$ cat src/rtl/lkd_pkg.sv
package lkd_pkg;
    typedef enum logic [1:0] {
        MS_IDLE     = 2'd0,
        MS_REF_LEAD = 2'd1,
        MS_VCO_LEAD = 2'd2
    } meas_state_e;
endpackage

$ cat src/rtl/lkd_window_meas.sv
module lkd_window_meas
    import lkd_pkg::*;
#(
    parameter int CNT_W = 8
) (
    input  logic             clk_i,
    input  logic             rst_n_i,
    input  logic             en_i,
    input  logic             ref_pulse_i,
    input  logic             vco_pulse_i,
    input  logic [CNT_W-1:0] win_len_i,
    input  logic             asym_en_i,
    input  logic             asym_late_i,
    output logic             hit_o,
    output logic             miss_o
);
    localparam int GAP_W = CNT_W + 1;
    localparam logic [GAP_W-1:0] ONE = {{(GAP_W-1){1'b0}}, 1'b1};

    typedef struct packed {
        meas_state_e      state;
        logic [GAP_W-1:0] gap;
    } meas_t;

    meas_t cur_q, nxt_d;
    logic [GAP_W-1:0] win_ext;
    logic [GAP_W-1:0] limit;
    logic             allow_late;
    logic             allow_early;

    always_comb begin
        win_ext     = {1'b0, win_len_i};
        limit       = {win_len_i, 1'b0};
        allow_late  = !asym_en_i || asym_late_i;
        allow_early = !asym_en_i || !asym_late_i;
        nxt_d       = cur_q;
        hit_o       = 1'b0;
        miss_o      = 1'b0;
        if (!en_i) begin
            nxt_d.state = MS_IDLE;
            nxt_d.gap   = '0;
        end else begin
            unique case (cur_q.state)
                MS_IDLE: begin
                    if (ref_pulse_i && vco_pulse_i) begin
                        hit_o = 1'b1;
                    end else if (ref_pulse_i) begin
                        nxt_d.state = MS_REF_LEAD;
                        nxt_d.gap   = ONE;
                    end else if (vco_pulse_i) begin
                        nxt_d.state = MS_VCO_LEAD;
                        nxt_d.gap   = ONE;
                    end
                end
                MS_REF_LEAD: begin
                    if (vco_pulse_i) begin
                        hit_o  = allow_late && (cur_q.gap <= win_ext);
                        miss_o = !(allow_late && (cur_q.gap <= win_ext));
                        if (ref_pulse_i) begin
                            nxt_d.gap = ONE;
                        end else begin
                            nxt_d.state = MS_IDLE;
                            nxt_d.gap   = '0;
                        end
                    end else if (ref_pulse_i) begin
                        miss_o    = 1'b1;
                        nxt_d.gap = ONE;
                    end else if (cur_q.gap >= limit) begin
                        miss_o      = 1'b1;
                        nxt_d.state = MS_IDLE;
                        nxt_d.gap   = '0;
                    end else begin
                        nxt_d.gap = cur_q.gap + ONE;
                    end
                end
                MS_VCO_LEAD: begin
                    if (ref_pulse_i) begin
                        hit_o  = allow_early && (cur_q.gap <= win_ext);
                        miss_o = !(allow_early && (cur_q.gap <= win_ext));
                        if (vco_pulse_i) begin
                            nxt_d.gap = ONE;
                        end else begin
                            nxt_d.state = MS_IDLE;
                            nxt_d.gap   = '0;
                        end
                    end else if (vco_pulse_i) begin
                        miss_o    = 1'b1;
                        nxt_d.gap = ONE;
                    end else if (cur_q.gap >= limit) begin
                        miss_o      = 1'b1;
                        nxt_d.state = MS_IDLE;
                        nxt_d.gap   = '0;
                    end else begin
                        nxt_d.gap = cur_q.gap + ONE;
                    end
                end
                default: begin
                    nxt_d.state = MS_IDLE;
                    nxt_d.gap   = '0;
                end
            endcase
        end
    end

    always_ff @(posedge clk_i or negedge rst_n_i) begin
        if (!rst_n_i) begin
            cur_q.state <= MS_IDLE;
            cur_q.gap   <= '0;
        end else begin
            cur_q <= nxt_d;
        end
    end
endmodule

$ cat src/rtl/lkd_run_tracker.sv
module lkd_run_tracker #(
    parameter int RUN_W = 12
) (
    input  logic             clk_i,
    input  logic             rst_n_i,
    input  logic             en_i,
    input  logic             hit_i,
    input  logic             miss_i,
    input  logic [RUN_W-1:0] run_len_i,
    output logic             lock_o,
    output logic [RUN_W-1:0] run_o
);
    localparam logic [RUN_W-1:0] INC = {{(RUN_W-1){1'b0}}, 1'b1};

    typedef struct packed {
        logic [RUN_W-1:0] run;
        logic             lock;
    } trk_t;

    trk_t cur_q, nxt_d;
    logic [RUN_W-1:0] run_inc;

    always_comb begin
        nxt_d   = cur_q;
        run_inc = (cur_q.run >= run_len_i) ? run_len_i : cur_q.run + INC;
        if (!en_i || miss_i) begin
            nxt_d.run  = '0;
            nxt_d.lock = 1'b0;
        end else if (hit_i) begin
            nxt_d.run  = run_inc;
            nxt_d.lock = (run_inc >= run_len_i);
        end
    end

    always_ff @(posedge clk_i or negedge rst_n_i) begin
        if (!rst_n_i) begin
            cur_q.run  <= '0;
            cur_q.lock <= 1'b0;
        end else begin
            cur_q <= nxt_d;
        end
    end

    assign lock_o = cur_q.lock;
    assign run_o  = cur_q.run;
endmodule

$ cat src/rtl/lkd_pin_share.sv
module lkd_pin_share (
    input  logic lock_i,
    input  logic oe_i,
    input  logic sread_active_i,
    input  logic sread_data_i,
    output logic pin_o
);
    always_comb begin
        if (sread_active_i) begin
            pin_o = sread_data_i;
        end else if (oe_i) begin
            pin_o = lock_i;
        end else begin
            pin_o = 1'b0;
        end
    end
endmodule

$ cat src/rtl/pll_lock_detect.sv
module pll_lock_detect #(
    parameter int CNT_W = 8,
    parameter int RUN_W = 12
) (
    input  logic             clk_i,
    input  logic             rst_n_i,
    input  logic             lkd_en_i,
    input  logic [CNT_W-1:0] win_len_i,
    input  logic [RUN_W-1:0] run_len_i,
    input  logic             asym_en_i,
    input  logic             asym_late_i,
    input  logic             pin_oe_i,
    input  logic             ref_pulse_i,
    input  logic             vco_pulse_i,
    input  logic             sread_active_i,
    input  logic             sread_data_i,
    output logic             lock_o,
    output logic             stat_lock_o,
    output logic             pin_o
);
    logic             meas_hit;
    logic             meas_miss;
    logic             lock_flag;
    logic [RUN_W-1:0] run_cnt;

    lkd_window_meas #(.CNT_W(CNT_W)) meas_i (
        .clk_i       (clk_i),
        .rst_n_i     (rst_n_i),
        .en_i        (lkd_en_i),
        .ref_pulse_i (ref_pulse_i),
        .vco_pulse_i (vco_pulse_i),
        .win_len_i   (win_len_i),
        .asym_en_i   (asym_en_i),
        .asym_late_i (asym_late_i),
        .hit_o       (meas_hit),
        .miss_o      (meas_miss)
    );

    lkd_run_tracker #(.RUN_W(RUN_W)) trk_i (
        .clk_i     (clk_i),
        .rst_n_i   (rst_n_i),
        .en_i      (lkd_en_i),
        .hit_i     (meas_hit),
        .miss_i    (meas_miss),
        .run_len_i (run_len_i),
        .lock_o    (lock_flag),
        .run_o     (run_cnt)
    );

    lkd_pin_share pin_i (
        .lock_i         (lock_flag),
        .oe_i           (pin_oe_i),
        .sread_active_i (sread_active_i),
        .sread_data_i   (sread_data_i),
        .pin_o          (pin_o)
    );

    assign lock_o      = lock_flag;
    assign stat_lock_o = lock_flag;
endmodule

$ cat config.mk
export PLATFORM = sky130hd
export DESIGN_NAME = pll_lock_detect
export DESIGN_NICKNAME = d
export VERILOG_FILES = /design/src/rtl/lkd_pkg.sv /design/src/rtl/lkd_window_meas.sv /design/src/rtl/lkd_run_tracker.sv /design/src/rtl/lkd_pin_share.sv /design/src/rtl/pll_lock_detect.sv
export SDC_FILE = /design/constraint.sdc
export NUM_CORES = 1
export LEC_CHECK = 0
export BUFFER_PORTS_ARGS = -buffer_cell sky130_fd_sc_hd__buf_4
export CAP_MARGIN = 20
export CORE_UTILIZATION = 25
export CTS_BUF_LIST = sky130_fd_sc_hd__clkbuf_16
export DETAILED_ROUTE_END_ITERATION = 8
export PLACE_DENSITY = 0.39
export SLEW_MARGIN = 40
export SYNTH_ARGS = -nofsm -noshare
export SYNTH_HDL_FRONTEND = slang
export SYNTH_SLANG_ARGS = --single-unit
$ cat constraint.sdc
create_clock -name clk_i -period 4.79 [get_ports clk_i]
set_clock_uncertainty 0.1 [all_clocks]
set_input_delay 0.479 -clock clk_i [delete_from_list [all_inputs] [get_ports clk_i]]
set_output_delay 0.479 -clock clk_i [all_outputs]
set_load 0.05 [all_outputs]
==> impl_results.md <==
* Max incr delay on CP at 0.57 ns
* PwrDens at 226 nW/um2
* CTS Buf Count at 3
* Top_reg_cell synth: dfrtp_1
* Worst-path clk slew at approximately 0.07 ns
* CTS HTree Levels at 1
* RSZ-0062 raised after global routing: false
* First-pass GRT wire length at 12.8 mm
* Tot Pwr at about 740 uW
* Top-count cell post-synth: ha_1
* Final estimated routing congestion in global placement at 0.742
* Max Transition Viols Final at 0
* Initial antenna violation count at 0
* Die Area at 11900 um2
* Number of global-route vias before repair at 2500
* Yosys reg bits at 24
* Area share of the largest cell type after synthesis at 20.9%
* Post-synthesis sequential area ratio at about a fifth
* Crit-path max FO at 19
* Setup Buffers After CTS at 0
* Placed Cells at 508
* Worst setup SP type: flip-flop
* Net count after synthesis at 426
* Final Net Count at 449
* Die H at 109 um
* Die Wd at approximately 110 um
* Number of remaining DRC errors at 0
* Max Fclk at 0.272 GHz
* Ys Warns at 0
* Final number of setup-violating endpoints at 0
* Post-synth EDFFs at 0
* Slew HR at approximately 60%
* Final Non-Filler Cells at 512
* CP max stage cell: dfrtp_1
* CP required at 4.81 ns
* Initial DRC Count at roughly 130
* Crit path capture type: flip-flop
* Clock Tree Root: clkbuf_16
* Critical path arrival at 3.70 ns
* Slew @ Worst Pin at 0.579 ns
* Worst-Skew Late Latency at 0.26 ns
* Routed Antenna Nets at 0
* Final instance area at between 3000 and 4000 um2
* Core area at about 11000 um2
* Period Utilization, post-route at 76.6%
* CTS Hold Buffers Added at 0
* Pre-CTS WS at 1.02 ns
* Worst Hold Class: in2async
* Synth cell types at 61
* Synthesized instance count at 350
* Remaining global-route overflow at 0
* Async S/R FF share, synth at 100%
* FF-to-FF Start: trk_i.run_o[6]
* Worst vdd ir at 0.000146 V
* Starting Density at 26.1%
* Total Routing Usage GR at a little over an eighth
* Status: finished clean
* R2R cell count at 14
* Fin. Hold Viols at 0
* Routed wire per std cell at 15.0 um
* Post-synth top area cell: dfrtp_1
* CTS-repair resized insts at 0
* Avg Inst Size Synth at 8.23 um2
* Share of cells above drive strength 1 at 15.6%
* Row cnt at 38
* Area Overhead vs Synth at 14.5%
* Vias at 2589
* Final Core Density at between 20% and 30%
* Post-placement cell area at ~3200 um2
* Vias per cell at 5.06
* Total of max-cap violations at 0
* Final setup margin at 1.12 ns
* Sink Count at 24
* Synth top area cells: dfrtp_1 (21%), ha_1 (20%), inv_1 (4.6%), a31oi_1 (4.3%), nand2_1 (4.0%)
* TNS Setup at 0 ns
* Reg-to-reg endpoint: trk_i.lock_o
* Largest net degree at the start of global routing at 25
* Mapped cell area at 2880 um2
* Clock buffer depth at 2
* I/O Buffers at 32
* 1st-pass router iterations at 4
* Lkg Pwr at 1.57 nW
* Post-Route WL at 7.66 mm
* Crit-path cells: ha_1 -> and3_4 -> a211oi_2 -> o21ai_2 -> o21ai_2 -> nand2_2 -> mux2_2 -> ha_1 -> a21o_1 -> a21o_1 -> a21oi_1 -> o211ai_1 -> a31oi_1 -> a211oi_2
* Post-synth top cells: ha_1 (46), inv_1 (35), nand2_1 (31)
* Io pins at 33
* Ant diodes at 0
* DP HPWL at approximately 5.8 mm
* Flop2flop setup slack at 1.12 ns
* Tmin final at 3.67 ns
* Crit Path Category: reg2reg
* Smallest hold slack at ~0.011 ns
* CTS tree: yes
## sequential cells by signal, summed over array words and instances, names as in the netlist
| name | count |
|---|---|
| meas_i.cur_q | 11 |
| trk_i.run_o | 12 |
| trk_i.lock_o | 1 |
## how the worst max path moves through the flow
stage,from,endpoint,cells past startpoint
final,trk_i.run_o[6],trk_i.lock_o,14
after global routing,trk_i.run_o[6],trk_i.lock_o,16
after CTS,trk_i.run_o[6],trk_i.lock_o,16
after detailed placement,run_len_i[5],trk_i.lock_o,16
after global placement,run_len_i[7],trk_i.lock_o,18
after floorplan,run_len_i[5],trk_i.lock_o,18
## critical path, delay by kind of cell, from the launching register on
kind	cells	cell delay, ns
adders and majority gates	2	0.61
DFF	1	0.57
AOI/OAI and AO/OA	9	1.48
and+or+nand+nor	2	0.40
muxes	1	0.38
## power breakdown
part | leakage, nW | switching (mW) | total [mW] | internal (mW)
clock network | 0.0385 | 0.0800 | 0.192 | 0.112
logic | 1.21 | 0.179 | 0.305 | 0.126
registers | 0.330 | 0.0279 | 0.248 | 0.220
total | 1.57 | 0.287 | 0.745 | 0.458
## cell families after synthesis
group | synth area share (%)
multiplexers | 1.43
AND/OR/NAND/NOR | 21.8
flip-flops | 20.9
XOR/XNOR | 3.04
adder cells (fa/ha/maj) | 20.0
buffers and inverters | 8.17
AO/OA/AOI/OAI | 24.7
## routing by layer
layer,vias up,routed length [um],GRT usage (%)
li1,1323,-,-
met1,1210,3980,20.6
met2,54,3330,21.2
met3,2,309,1.90
met4,0,34,1.71
met5,-,0,0
## layout make-up
cell class                 instances  area [um2]
timing repair buffer              35         263
tap                              140         175
multi-input combinational        274        2050
clock inverter                     1        3.75
sequential                        24         601
inverter                          35         131
fill                            1215        7730
clock buffer                       3        75.1
## placed cells by master (no fill, tap or decap), types with 4 or more instances in the layout
cell type,Yosys,routed
ha_1,46,46
inv_1,35,35
buf_4,8,35
nand2_1,31,31
dfrtp_1,24,24
a31oi_1,20,20
o21ai_0,20,20
a21oi_1,20,20
nand3_1,14,14
nor2_1,8,8
and3_1,8,8
a21o_1,6,6
and4_1,6,6
xnor2_1,6,6
nand2b_1,5,5
or3_1,5,5
o21ai_1,5,5
nor3_1,5,5
a211oi_2,4,4
xor2_1,4,4
nand4b_1,4,4
or2b_1,4,4
No activity file was read; power rests on OpenSTA's default activity.
